File: src/rtl/irqc_pkg.sv
package irqc_pkg;

    localparam int NSRC     = 8;
    localparam int VEC_W    = 8;
    localparam int CODE_W   = $clog2(NSRC);
    localparam int CODE_LSB = 1;

    typedef struct packed {
        logic dlc;   // cut off lower chain
        logic nv;    // no vector on acknowledge
        logic vis;   // insert status code
    } irqc_cfg_t;

    typedef struct packed {
        logic              valid;
        logic [CODE_W-1:0] code;
    } irqc_pick_t;

    // Highest set bit of a source vector; code 0 when empty.
    function automatic irqc_pick_t pick_top(input logic [NSRC-1:0] v);
        irqc_pick_t p;
        p = '0;
        for (int i = 0; i < NSRC; i++) begin
            if (v[i]) begin
                p.valid = 1'b1;
                p.code  = CODE_W'(i);
            end
        end
        return p;
    endfunction

    function automatic logic [VEC_W-1:0] with_status(input logic [VEC_W-1:0] base,
                                                      input logic [CODE_W-1:0] code);
        logic [VEC_W-1:0] v;
        v = base;
        v[CODE_LSB +: CODE_W] = code;
        return v;
    endfunction

    // Sources strictly above the highest bit under service.
    function automatic logic [NSRC-1:0] above_mask(input logic [NSRC-1:0] ius);
        irqc_pick_t       top;
        logic [NSRC-1:0]  m;
        top = pick_top(ius);
        for (int i = 0; i < NSRC; i++) begin
            m[i] = !top.valid || (CODE_W'(i) > top.code);
        end
        return m;
    endfunction

endpackage

File: src/rtl/irqc_cfg_regs.sv
module irqc_cfg_regs
    import irqc_pkg::*;
#(
    parameter logic [VEC_W-1:0] BASE_RST = '0
) (
    input  logic             clk,
    input  logic             rst,
    input  logic             cfg_we,
    input  irqc_cfg_t        cfg_wdata,
    input  logic             base_we,
    input  logic [VEC_W-1:0] base_wdata,
    output irqc_cfg_t        cfg_q,
    output logic [VEC_W-1:0] base_q
);

    always_ff @(posedge clk) begin
        if (rst) begin
            cfg_q  <= '0;
            base_q <= BASE_RST;
        end else begin
            if (cfg_we)  cfg_q  <= cfg_wdata;
            if (base_we) base_q <= base_wdata;
        end
    end

endmodule

File: src/rtl/irqc_ius_tracker.sv
module irqc_ius_tracker
    import irqc_pkg::*;
(
    input  logic              clk,
    input  logic              rst,
    input  logic              ack,
    input  logic [CODE_W-1:0] ack_code,
    input  logic              clr_top,
    output logic [NSRC-1:0]   ius_q,
    output logic [NSRC-1:0]   allow_mask
);

    irqc_pick_t      ius_top;
    logic [NSRC-1:0] ius_next;

    assign ius_top    = pick_top(ius_q);
    assign allow_mask = above_mask(ius_q);

    generate
        for (genvar g = 0; g < NSRC; g++) begin : g_bit
            logic hit_clr;
            logic hit_set;
            assign hit_clr     = clr_top && ius_top.valid && (ius_top.code == CODE_W'(g));
            assign hit_set     = ack && (ack_code == CODE_W'(g));
            assign ius_next[g] = (ius_q[g] && !hit_clr) || hit_set;
        end
    endgenerate

    always_ff @(posedge clk) begin
        if (rst) ius_q <= '0;
        else     ius_q <= ius_next;
    end

endmodule

File: src/rtl/irqc_vector_mux.sv
module irqc_vector_mux
    import irqc_pkg::*;
(
    input  logic [VEC_W-1:0] base,
    input  irqc_cfg_t        cfg,
    input  irqc_pick_t       req_pick,
    input  irqc_pick_t       pend_pick,
    input  logic             ack_go,
    input  logic             rd_chb,
    output logic [VEC_W-1:0] bus_dout,
    output logic             bus_oe,
    output logic [VEC_W-1:0] rd_data
);

    logic [VEC_W-1:0] ack_vec;

    always_comb begin
        ack_vec  = cfg.vis ? with_status(base, req_pick.code) : base;
        bus_oe   = ack_go && !cfg.nv;
        bus_dout = bus_oe ? ack_vec : '0;
        rd_data  = rd_chb ? with_status(base, pend_pick.code) : base;
    end

endmodule

File: src/rtl/irqc_chain.sv
module irqc_chain
    import irqc_pkg::*;
#(
    parameter logic [VEC_W-1:0] BASE_RST = '0
) (
    input  logic             clk,
    input  logic             rst,
    input  logic             iei,
    output logic             ieo,
    input  logic [NSRC-1:0]  pend,
    input  logic             mie,
    input  logic             cfg_we,
    input  logic [2:0]       cfg_wdata,
    input  logic             base_we,
    input  logic [VEC_W-1:0] base_wdata,
    input  logic             inta,
    input  logic             clr_ius,
    output logic             int_req_n,
    output logic [VEC_W-1:0] bus_dout,
    output logic             bus_oe,
    input  logic             rr2_chb,
    output logic [VEC_W-1:0] rr2_data
);

    irqc_cfg_t        cfg_q;
    logic [VEC_W-1:0] base_q;
    logic [NSRC-1:0]  ius_q;
    logic [NSRC-1:0]  allow_mask;
    logic [NSRC-1:0]  req_vec;
    irqc_pick_t       req_pick;
    irqc_pick_t       pend_pick;
    logic             selected;
    logic             ack_go;

    irqc_cfg_regs #(.BASE_RST(BASE_RST)) u_regs (
        .clk        (clk),
        .rst        (rst),
        .cfg_we     (cfg_we),
        .cfg_wdata  (irqc_cfg_t'(cfg_wdata)),
        .base_we    (base_we),
        .base_wdata (base_wdata),
        .cfg_q      (cfg_q),
        .base_q     (base_q)
    );

    assign req_vec   = pend & allow_mask;
    assign req_pick  = pick_top(req_vec);
    assign pend_pick = pick_top(pend);
    assign selected  = iei && mie && req_pick.valid;
    assign ack_go    = inta && selected;
    assign int_req_n = !selected;
    assign ieo       = iei && !cfg_q.dlc && !(|ius_q) && !(mie && (|pend));

    irqc_ius_tracker u_ius (
        .clk        (clk),
        .rst        (rst),
        .ack        (ack_go),
        .ack_code   (req_pick.code),
        .clr_top    (clr_ius),
        .ius_q      (ius_q),
        .allow_mask (allow_mask)
    );

    irqc_vector_mux u_vec (
        .base      (base_q),
        .cfg       (cfg_q),
        .req_pick  (req_pick),
        .pend_pick (pend_pick),
        .ack_go    (ack_go),
        .rd_chb    (rr2_chb),
        .bus_dout  (bus_dout),
        .bus_oe    (bus_oe),
        .rd_data   (rr2_data)
    );

endmodule

File: config.mk
export PLATFORM = sky130hd
export DESIGN_NAME = irqc_chain
export DESIGN_NICKNAME = d
export VERILOG_FILES = /design/src/rtl/irqc_pkg.sv /design/src/rtl/irqc_cfg_regs.sv /design/src/rtl/irqc_ius_tracker.sv /design/src/rtl/irqc_vector_mux.sv /design/src/rtl/irqc_chain.sv
export SDC_FILE = /design/constraint.sdc
export NUM_CORES = 1
export LEC_CHECK = 0
export BUFFER_PORTS_ARGS = -buffer_cell sky130_fd_sc_hd__buf_2
export CAP_MARGIN = 40
export CORE_UTILIZATION = 40
export DETAILED_ROUTE_END_ITERATION = 10
export GPL_ROUTABILITY_DRIVEN = 0
export PLACE_DENSITY = 0.7
export SLEW_MARGIN = 30
export SYNTH_ARGS = -nofsm -noshare
export SYNTH_HDL_FRONTEND = slang
export SYNTH_SLANG_ARGS = --single-unit
File: constraint.sdc
create_clock -name clk -period 1.72 [get_ports clk]
set_clock_uncertainty 0.2 [all_clocks]
set_input_delay 0 -clock clk [delete_from_list [all_inputs] [get_ports clk]]
set_output_delay 0 -clock clk [all_outputs]
set_load 0.01 [all_outputs]
==> reports/metrics.cfg <==
[status]
status = finished with violations
violations = DRC, setup timing

[route]
finalWirelength_um = 5620
vias = 1767
drtAntennaViolNets = 0
wl_per_cell_um = 19.0
drc = 4
drtIter0Drc = 143
firstDrtPassIters = 7
routed_via_density = 5.99

[min_path]
holdCritPathClass = in2reg

[floorplanning]
die-area_um2 = 3300
core_um2 = 2830
pin_count = 47
die_w_um = 57.4
num_rows = 19
fp.dieH_um = 57.4
initial_core_util = 0.434

[final_layout]
fin_cells = 295
final_cell_mix = buf_2 (45), nor2_1 (28), dlygate4sd3_1 (28)
diodes = 0
area_growth_pct = 90.1
final_common_cell = buf_2
finalInstanceArea_um2 = 2340
final_nets = 293
drive_gt1_frac = 0.504

[power_and_ir_drop]
swShare = 0.329
seq_power_share = 0.407
comb_power_share = 0.389
power.switching_w = 0.000383
p_leak_nw = 1.04
p_per_area_nw_per_um2 = 498
clkPwrFrac = 0.205
p_int_w = 0.000781
vdd_ir_drop_max_v = 0.000619

[timing]
setup_viol = 19
setup_slack_ps = -623
tns_ps = -7930
period_needed_ps = 2340
max_freq_mhz = 427
hold_violations = 0
slew_violations = 0
max_slew_margin = 0.610
whs_ps = 61.1
tightestPinTransition_ps = 583
min_period_over_period = 1.36
rsz0062_at_grt = yes

[global_routing]
antenna_found_initial = 0
grt_overflow = 0
grt_pass1_vias = 1761
grt_start_max_net_pins = 14
grt_use_total = 0.333
grt_pass1_wl_um = 8360

[placement]
dpl.cell_count = 247
placed_area_um2 = 1660
dp_hpwl_um = 2960
portBuffers = 46

[setup_path]
critPathKind = reg2out
worstPathArrival_ps = 2140
max_stage_delay_ps = 380
path_buf_inv = 3
worstPathMaxFanout = 4
worstSetupEndpointType = output pin
start_kind = flip-flop
worstPathCellList = nor4_4 > buf_6 > nand3_4 > a21oi_4 > buf_4 > a21oi_2 > a211oi_2 > buf_2
worstPathRequired_ps = 1520
crit_family = compound AO/OA/AOI/OAI gates
critPathSlowestCell = dfxtp_4

[clock_network]
cts_root_buffer = clkbuf_4
htreeDepth = 1
clock_sinks = 19
clk_pin_slew_worst_paths_ps = 110
insertion_delay_ps = 300
cts_buffer_depth = 2
cts_buffers = 3
cts_tree = built

[flow_run]
maxCapViolations = 0

[yosys]
synth_nets = 185
ys_types = 42
synth-seq-cells = 19
ys_seq_area_frac = 0.310
syn_inst = 157
yosysWarnings = 0
syn_area_um2 = 1230
syn_area_per_cell_um2 = 7.83

==> logic make-up (layout without fill, tap and decap cells) <==
kind of cell / after synthesis / count (layout) / synth area share
buffers and inverters: 22 / 129 / 0.0835
flip-flops: 19 / 19 / 0.310
AND/OR/NAND/NOR: 69 / 69 / 0.285
AO/OA/AOI/OAI: 36 / 36 / 0.232
multiplexers: 11 / 11 / 0.0896
==> per-layer routing <==
metal,share of wire,track usage,vias up,routed length (um)
met5,0,0,-,0
met4,0.051,0.206,0,289
met3,0.087,0.0567,36,488
met2,0.47,0.560,132,2640
met1,0.39,0.393,827,2200
li1,-,-,772,-
==> area by class of cell <==
type                    instances  area, um2
inverters                      13       51.3
repair buffers                112        843
fillers                       148        493
flip-flops and latches         19        395
clock buffers                   4       26.3
multi-input cells             116        981
well taps                      31       38.8
==> cells in the mapped netlist <==
| cell | instances | share of area |
|---|---|---|
| a2111oi_0 | 1 | 0.0071 |
| a211o_1 | 1 | 0.0071 |
| a211oi_1 | 1 | 0.0061 |
| a211oi_2 | 1 | 0.010 |
| a21o_1 | 2 | 0.012 |
| a21oi_1 | 6 | 0.024 |
| a21oi_2 | 2 | 0.014 |
| a221oi_1 | 1 | 0.0071 |
| a221oi_2 | 1 | 0.012 |
| a311oi_2 | 1 | 0.012 |
| a31oi_1 | 1 | 0.0051 |
| and3_1 | 1 | 0.0051 |
| and4bb_2 | 1 | 0.010 |
| buf_2 | 1 | 0.0041 |
| buf_4 | 5 | 0.031 |
| clkbuf_1 | 3 | 0.0092 |
| dfxtp_1 | 19 | 0.31 |
| inv_1 | 13 | 0.040 |
| mux2i_1 | 11 | 0.090 |
| nand2_1 | 6 | 0.018 |
| nand2_2 | 1 | 0.0051 |
| nand2b_1 | 3 | 0.015 |
| nand3_1 | 7 | 0.029 |
| nand3b_1 | 3 | 0.018 |
| nand4_1 | 1 | 0.0051 |
| nor2_1 | 33 | 0.10 |
| nor2b_1 | 3 | 0.015 |
| nor3_1 | 4 | 0.016 |
| nor3b_1 | 1 | 0.0061 |
| nor4_1 | 2 | 0.010 |
| nor4_4 | 1 | 0.017 |
| o211ai_1 | 2 | 0.012 |
| o21ai_0 | 1 | 0.0041 |
| o21ai_1 | 8 | 0.033 |
| o21bai_1 | 1 | 0.0061 |
| o2bb2ai_1 | 1 | 0.0071 |
| o311ai_0 | 1 | 0.0071 |
| o31ai_4 | 1 | 0.017 |
| o32ai_1 | 2 | 0.014 |
| o32ai_2 | 1 | 0.013 |
| or2_2 | 1 | 0.0051 |
| or4b_2 | 1 | 0.0081 |
==> worst reg2reg max path: cells and delay by family, from the launching register on <==
kind / cells / cell delay, ps
buffers and inverters: 4 / 490
AND/OR/NAND/NOR: 3 / 530
AO/OA/AOI/OAI: 2 / 350
flip-flops: 1 / 380
==> path summary, 6_finish.rpt <==
kind                       start              to  slack (ps)  cells after the start
hold reg to reg   u_ius.ius_q[0]  u_ius.ius_q[0]         350                      2
setup reg to reg  u_ius.ius_q[5]  u_ius.ius_q[1]        -360                      9
hold / removal               iei  u_ius.ius_q[5]          60                      5
setup / recovery  u_ius.ius_q[5]     bus_dout[2]        -620                      8
==> metrics by stage <==
step,setup slack (ps),total power [W],util
4_1_cts,-485,0.00111,0.798
3_5_place_dp,-326,0.000763,0.586
5_1_grt,-682,0.00120,0.826
3_3_place_gp,-274,0.000753,0.586
6_report,-623,0.00116,0.826
2_1_floorplan,-97.6,0.000641,-
==> sequential cells by signal, summed over array words and instances (netlist names) <==
| register | count |
|---|---|
| u_regs.base_q | 8 |
| u_ius.ius_q | 8 |
| u_regs.cfg_q | 3 |
==> repair_timing <==
item | CTS | global route
pin swaps | 7 | 7
setup buffers | 12 | 8
endpoints found under the hold margin | 19 | 0
setup endpoints to repair | 19 | 19
hold buffers | 28 | 0
gates resized for setup | 47 | 14
==> power groups by stage <==
stage                     clock (W)  sequential, W  combinational [W]
after floorplan                   0       0.000480           0.000161
final                      0.000238       0.000473           0.000452
after CTS                  0.000233       0.000471           0.000407
after global routing       0.000254       0.000475           0.000475
after detailed placement          0       0.000484           0.000279
after global placement            0       0.000483           0.000270
(Power assumes the default switching activity.)
